===== src/rtl/pcap_pkg.sv =====
`timescale 1ns/1ps
package pcap_pkg;
  typedef enum logic [1:0] {
    MODE_PER_FALL = 2'd0,
    MODE_PER_RISE = 2'd1,
    MODE_WIDTH    = 2'd2,
    MODE_RSVD     = 2'd3
  } meas_mode_e;

  localparam logic [1:0] ADDR_MODE = 2'd0;
  localparam logic [1:0] ADDR_RUN  = 2'd1;
  localparam logic [1:0] ADDR_CNT  = 2'd2;
  localparam logic [1:0] ADDR_CAP  = 2'd3;
  localparam int FLAG_POS = 3;
endpackage


===== src/rtl/pcap_edge.sv =====
`timescale 1ns/1ps
module pcap_edge
  import pcap_pkg::*;
#(
  parameter int SYNC_STAGES = 2
) (
  input  logic       clk_i,
  input  logic       rst_ni,
  input  logic       pulse_i,
  input  meas_mode_e mode_i,
  output logic       valid_o
);
  logic [SYNC_STAGES-1:0] sync_q;
  logic prev_q;
  logic lvl, rise, fall;

  for (genvar g = 0; g < SYNC_STAGES; g++) begin : g_sync
    if (g == 0) begin : g_first
      always_ff @(posedge clk_i or negedge rst_ni)
        if (!rst_ni) sync_q[0] <= 1'b0;
        else         sync_q[0] <= pulse_i;
    end else begin : g_next
      always_ff @(posedge clk_i or negedge rst_ni)
        if (!rst_ni) sync_q[g] <= 1'b0;
        else         sync_q[g] <= sync_q[g-1];
    end
  end

  assign lvl = sync_q[SYNC_STAGES-1];

  always_ff @(posedge clk_i or negedge rst_ni)
    if (!rst_ni) prev_q <= 1'b0;
    else         prev_q <= lvl;

  assign rise = lvl & ~prev_q;
  assign fall = ~lvl & prev_q;

  always_comb begin
    case (mode_i)
      MODE_PER_FALL: valid_o = fall;
      MODE_PER_RISE: valid_o = rise;
      MODE_WIDTH:    valid_o = rise | fall;
      default:       valid_o = 1'b0;
    endcase
  end
endmodule


===== src/rtl/pcap_counter.sv =====
`timescale 1ns/1ps
module pcap_counter #(
  parameter int W = 16
) (
  input  logic         clk_i,
  input  logic         rst_ni,
  input  logic         run_i,
  input  logic         tick_i,
  input  logic         edge_i,
  input  logic         load_i,
  input  logic [W-1:0] load_val_i,
  output logic [W-1:0] cnt_o,
  output logic [W-1:0] cap_o,
  output logic         cap_evt_o,
  output logic         ovf_evt_o
);
  localparam logic [W-1:0] CNT_MAX = '1;
  localparam logic [W-1:0] CNT_ONE = W'(1);

  logic [W-1:0] cnt_q, cap_q;

  assign cap_evt_o = run_i & edge_i;
  assign ovf_evt_o = run_i & tick_i & (cnt_q == CNT_MAX);

  // software load wins over capture restart
  always_ff @(posedge clk_i or negedge rst_ni) begin
    if (!rst_ni)           cnt_q <= '0;
    else if (load_i)       cnt_q <= load_val_i;
    else if (cap_evt_o)    cnt_q <= tick_i ? CNT_ONE : '0;
    else if (run_i && tick_i) cnt_q <= cnt_q + CNT_ONE;
  end

  always_ff @(posedge clk_i or negedge rst_ni) begin
    if (!rst_ni)        cap_q <= '0;
    else if (cap_evt_o) cap_q <= cnt_q;
  end

  assign cnt_o = cnt_q;
  assign cap_o = cap_q;
endmodule


===== src/rtl/pcap_ctrl.sv =====
`timescale 1ns/1ps
module pcap_ctrl
  import pcap_pkg::*;
(
  input  logic       clk_i,
  input  logic       rst_ni,
  input  logic       wr_en_i,
  input  logic [1:0] addr_i,
  input  logic [1:0] wr_mode_i,
  input  logic       wr_run_i,
  input  logic       tick_i,
  input  logic       cap_evt_i,
  input  logic       ovf_evt_i,
  output meas_mode_e mode_o,
  output logic       run_o,
  output logic       flag_o,
  output logic       first_o,
  output logic       irq_o
);
  meas_mode_e mode_q;
  logic run_q, flag_q, tick_seen_q, first_q, irq_q;
  logic mode_wr, run_wr, mode_chg, cap_irq;

  assign mode_wr  = wr_en_i && (addr_i == ADDR_MODE);
  assign run_wr   = wr_en_i && (addr_i == ADDR_RUN);
  assign mode_chg = mode_wr && run_q && (meas_mode_e'(wr_mode_i) != mode_q);
  assign cap_irq  = cap_evt_i && !first_q;

  always_ff @(posedge clk_i or negedge rst_ni) begin
    if (!rst_ni) begin
      mode_q <= MODE_PER_FALL;
      run_q  <= 1'b0;
    end else begin
      if (mode_wr) mode_q <= meas_mode_e'(wr_mode_i);
      if (run_wr)  run_q  <= wr_run_i;
    end
  end

  // arm first-capture suppression on each start
  always_ff @(posedge clk_i or negedge rst_ni) begin
    if (!rst_ni)                      first_q <= 1'b0;
    else if (run_wr && wr_run_i && !run_q) first_q <= 1'b1;
    else if (cap_evt_i)               first_q <= 1'b0;
  end

  // wrap flag: set wins; clear needs running, a tick since set, and a mode write
  always_ff @(posedge clk_i or negedge rst_ni) begin
    if (!rst_ni) begin
      flag_q      <= 1'b0;
      tick_seen_q <= 1'b0;
    end else if (ovf_evt_i) begin
      flag_q      <= 1'b1;
      tick_seen_q <= 1'b0;
    end else if (mode_wr && run_q && flag_q && tick_seen_q) begin
      flag_q      <= 1'b0;
      tick_seen_q <= 1'b0;
    end else if (flag_q && run_q && tick_i) begin
      tick_seen_q <= 1'b1;
    end
  end

  always_ff @(posedge clk_i or negedge rst_ni) begin
    if (!rst_ni) irq_q <= 1'b0;
    else         irq_q <= cap_irq || ovf_evt_i || mode_chg;
  end

  assign mode_o  = mode_q;
  assign run_o   = run_q;
  assign flag_o  = flag_q;
  assign first_o = first_q;
  assign irq_o   = irq_q;
endmodule


===== src/rtl/pulse_cap_timer.sv =====
`timescale 1ns/1ps
module pulse_cap_timer
  import pcap_pkg::*;
#(
  parameter int W           = 16,
  parameter int SYNC_STAGES = 2
) (
  input  logic         clk_i,
  input  logic         rst_ni,
  input  logic         wr_en_i,
  input  logic [1:0]   addr_i,
  input  logic [W-1:0] wdata_i,
  output logic [W-1:0] rdata_o,
  input  logic         pulse_i,
  input  logic         cnt_en_i,
  output logic         irq_o
);
  meas_mode_e   mode;
  logic         run, flag, first_pend;
  logic         edge_valid, cap_evt, ovf_evt, cnt_load;
  logic [W-1:0] cnt, cap;

  assign cnt_load = wr_en_i && (addr_i == ADDR_CNT);

  pcap_edge #(.SYNC_STAGES(SYNC_STAGES)) u_edge (
    .clk_i   (clk_i),
    .rst_ni  (rst_ni),
    .pulse_i (pulse_i),
    .mode_i  (mode),
    .valid_o (edge_valid)
  );

  pcap_counter #(.W(W)) u_cnt (
    .clk_i      (clk_i),
    .rst_ni     (rst_ni),
    .run_i      (run),
    .tick_i     (cnt_en_i),
    .edge_i     (edge_valid),
    .load_i     (cnt_load),
    .load_val_i (wdata_i),
    .cnt_o      (cnt),
    .cap_o      (cap),
    .cap_evt_o  (cap_evt),
    .ovf_evt_o  (ovf_evt)
  );

  pcap_ctrl u_ctrl (
    .clk_i     (clk_i),
    .rst_ni    (rst_ni),
    .wr_en_i   (wr_en_i),
    .addr_i    (addr_i),
    .wr_mode_i (wdata_i[1:0]),
    .wr_run_i  (wdata_i[0]),
    .tick_i    (cnt_en_i),
    .cap_evt_i (cap_evt),
    .ovf_evt_i (ovf_evt),
    .mode_o    (mode),
    .run_o     (run),
    .flag_o    (flag),
    .first_o   (first_pend),
    .irq_o     (irq_o)
  );

  always_comb begin
    rdata_o = '0;
    case (addr_i)
      ADDR_MODE: begin
        rdata_o[1:0]     = mode;
        rdata_o[FLAG_POS] = flag;
      end
      ADDR_RUN: rdata_o[0] = run;
      ADDR_CNT: rdata_o = cnt;
      default:  rdata_o = cap;
    endcase
  end
endmodule


===== config.mk =====
export PLATFORM = sky130hd
export DESIGN_NAME = pulse_cap_timer
export DESIGN_NICKNAME = d
export VERILOG_FILES = /design/src/rtl/pcap_pkg.sv /design/src/rtl/pcap_edge.sv /design/src/rtl/pcap_counter.sv /design/src/rtl/pcap_ctrl.sv /design/src/rtl/pulse_cap_timer.sv
export SDC_FILE = /design/constraint.sdc
export NUM_CORES = 1
export LEC_CHECK = 0
export BUFFER_PORTS_ARGS = -buffer_cell sky130_fd_sc_hd__buf_2
export CAP_MARGIN = 25
export CORE_UTILIZATION = 45
export DETAILED_ROUTE_END_ITERATION = 10
export MAX_ROUTING_LAYER = met4
export PLACE_DENSITY = 0.71
export SLEW_MARGIN = 15
export SYNTH_ARGS = -nofsm -noshare
export SYNTH_HDL_FRONTEND = slang
export SYNTH_SLANG_ARGS = --single-unit

===== constraint.sdc =====
create_clock -name clk_i -period 1.6 [get_ports clk_i]
set_input_delay 0.32 -clock clk_i [delete_from_list [all_inputs] [get_ports clk_i]]
set_output_delay 0.32 -clock clk_i [all_outputs]
set_load 0.01 [all_outputs]

==> metrics.cfg <==
[clock_network]
clk_pin_slew_ps = 80
numCtsBuffers = 5
clk_latency_ps = 300
clock_sinks = 42
hold_buffers = 0
cts.path.max_buffers = 2
htree_levels = 2
root_buffer = clkbuf_8
cts_tree = yes

[critical_path]
cp_cell_sequence = inv_1, ha_1, nand2b_4, a211o_1, nand2_4, buf_12, mux2_2
worst_setup_path_start_kind = flop
endpoint_kind = flop
critPathBufInv = 2
max_stage_delay_ps = 340
arrival_ps = 2010
crit_type = flop to flop
cp_data_required_time_ps = 1780
slowest_stage = dfrtp_1
crit_family = flip-flops
path_max_fanout = 10

[global_routing]
antenna_found_initial = 0
track_usage = 0.219
grt_pass1_vias = 1902
grt_overflow = 0
grt_first_pass_wirelength_mm = 8.65
grt_max_degree = 43

[place]
dpl-instance-area_sq_um = 2840
place_congestion = 0.824
hpwl_mm = 3.77
portBuffers = 39
dp_cells = 355
dp_slack_ps = -213

[synth]
synth-edff-count = 0
ys_seq_area_frac = 0.454
yosys_warnings = 0
synth_cell_types = 42
synth_ff_type = dfrtp_1
async_reset_ff_frac = 1.00
synth_area_per_cell_sq_um = 10.3
syn_inst = 224
syn_nets = 250
ys_ff_latch = 42
syn_area_sq_um = 2320

[job]
cap_viol_max_count = 0

[floorplanning]
core_sq_um = 4850
start_util = 0.478
die-area_sq_um = 5440
die_w_um = 73.7
ios = 40
die_h_um = 73.7
rows = 25

[final_layout]
drive_gt1_frac = 0.442
fill_cells = 392
instances_no_fill = 375
final_util = 0.663
design_area_sq_um = 3220
diodes = 0
nets = 333
area_growth_pct = 38.8

[drt]
finalWirelength_mm = 5.76
via_count = 1976
drt-vias-per-instance = 5.27
post_drt_wl_per_cell_um = 15.4
initialDrtViolationCount = 68
drc = 0
firstDrtPassIters = 5
drt.antenna.violating_nets = 0

[pwr]
leakage_nw = 1.56
irDropWorstVdd_mv = 0.654
powerDensity_nw_per_um2 = 1200
power_mw = 3.85

[timing]
setup_ws_ps = -227
finalCriticalPeriod_ps = 1830
rsz0062_at_grt = yes
max_freq_mhz = 547
setup_violations = 33
tightestPinTransition_ps = 531
finalHoldViolCount = 0
finClkSkew_ps = 4.84
maxSlewViolCount = 0
slew_headroom = 0.646
fin_setup_tns_ps = -5110
hold_ws_ps = 77.4
fin_crit_sh = 1.14

[hold_path]
min_path_type = primary input to asynchronous set/reset pin

[run_status]
status = complete, but fails checks
violations = negative setup slack

-- layer usage --
layer | part of all wire | track usage
met1 | 0.45 | 0.274
met2 | 0.48 | 0.363
met3 | 0.048 | 0.0288
met4 | 0.021 | 0.0769
met5 | 0 | -
-- cells by family after synthesis --
family,count (synthesis),synth area share
flops,42,0.454
simple gates,82,0.191
mux,37,0.176
fa+ha+maj,3,0.0162
xor+xnor,14,0.0529
buf+inv,17,0.0308
compound gates,29,0.0800
-- flip-flops by register name, summed over array words and instances, names as in the netlist --
signal,flops
u_cnt.cap_o,16
u_ctrl.mode_o,2
u_ctrl.first_o,1
u_edge.prev_q,1
u_ctrl.run_o,1
u_edge.lvl,1
u_ctrl.irq_o,1
u_cnt.cnt_o,16
u_ctrl.flag_o,1
u_ctrl.tick_seen_q,1
u_edge.sync_q,1
-- timing repair --
item                                    CTS  global route
resized for setup                        10            25
cloned                                    0             2
endpoints found under the setup margin   33            36
setup buffers                             6             4
pin swaps                                 1             6
-- worst paths after layout --
path,from,endpoint,slack [ps],cells past startpoint
setup / recovery,u_edge.lvl,u_cnt.cap_o[11],-230,7
setup reg to reg,u_edge.lvl,u_cnt.cap_o[11],-230,7
hold / removal,rst_ni,u_edge.sync_q[0],80,2
min in group clk_i,pulse_i,u_edge.sync_q[0],130,1
max in group asynchronous,rst_ni,u_ctrl.flag_o,1150,2
hold reg to reg,u_edge.sync_q[0],u_edge.lvl,360,0
-- area by class of cell --
cell class / count / area, sq um / area share
clock buffer: 8 / 110 / 0.0342
multi-input combinational: 165 / 1320 / 0.411
tap: 67 / 83.8 / 0.0261
sequential: 42 / 1050 / 0.327
timing repair buffer: 88 / 629 / 0.196
inverter: 5 / 18.8 / 0.00584
-- placed cells by master, fill, tap and decap left out, drive strengths merged, types with 4 or more instances in the layout --
master / Yosys / final
clkbuf: 7 / 9
mux2: 19 / 19
xnor2: 4 / 4
xor2: 10 / 10
nand3: 11 / 11
o31ai: 4 / 4
dfrtp: 42 / 42
nor2: 8 / 8
inv: 5 / 5
nand2: 29 / 29
buf: 5 / 87
mux2i: 17 / 17
nor2b: 14 / 14
o21ai: 14 / 14
-- worst register-to-register path, delay by kind of cell, from the launching register on --
kind,cells,cell delay [ps]
AOI/OAI and AO/OA,1,310
and+or+nand+nor,2,270
muxes,1,340
adders and majority gates,1,280
DFF,1,340
buffers and inverters,2,180
-- synth_stat cells, types with 3 or more instances --
master	n	area share
dfrtp_1	42	0.45
mux2_2	19	0.092
xnor2_1	4	0.015
xor2_1	10	0.038
ha_1	3	0.016
nor2_1	8	0.013
nand2_1	28	0.045
nor2b_1	14	0.038
clkbuf_1	5	0.0081
inv_1	5	0.0081
mux2i_1	17	0.073
nand2b_1	3	0.0081
buf_2	4	0.0086
a31oi_1	3	0.0081
nand3_1	11	0.024
o31ai_1	4	0.013
o21ai_0	11	0.024
-- power by group --
| group | total, mW | switching [mW] | leakage [nW] | internal (mW) |
|---|---|---|---|---|
| Sequential | 1.57 | 0.211 | 0.536 | 1.36 |
| Combinational | 1.48 | 0.639 | 0.969 | 0.844 |
| Clock | 0.796 | 0.360 | 0.0575 | 0.436 |
| Total | 3.85 | 1.21 | 1.56 | 2.64 |
No activity file was read; power rests on OpenSTA's default activity.
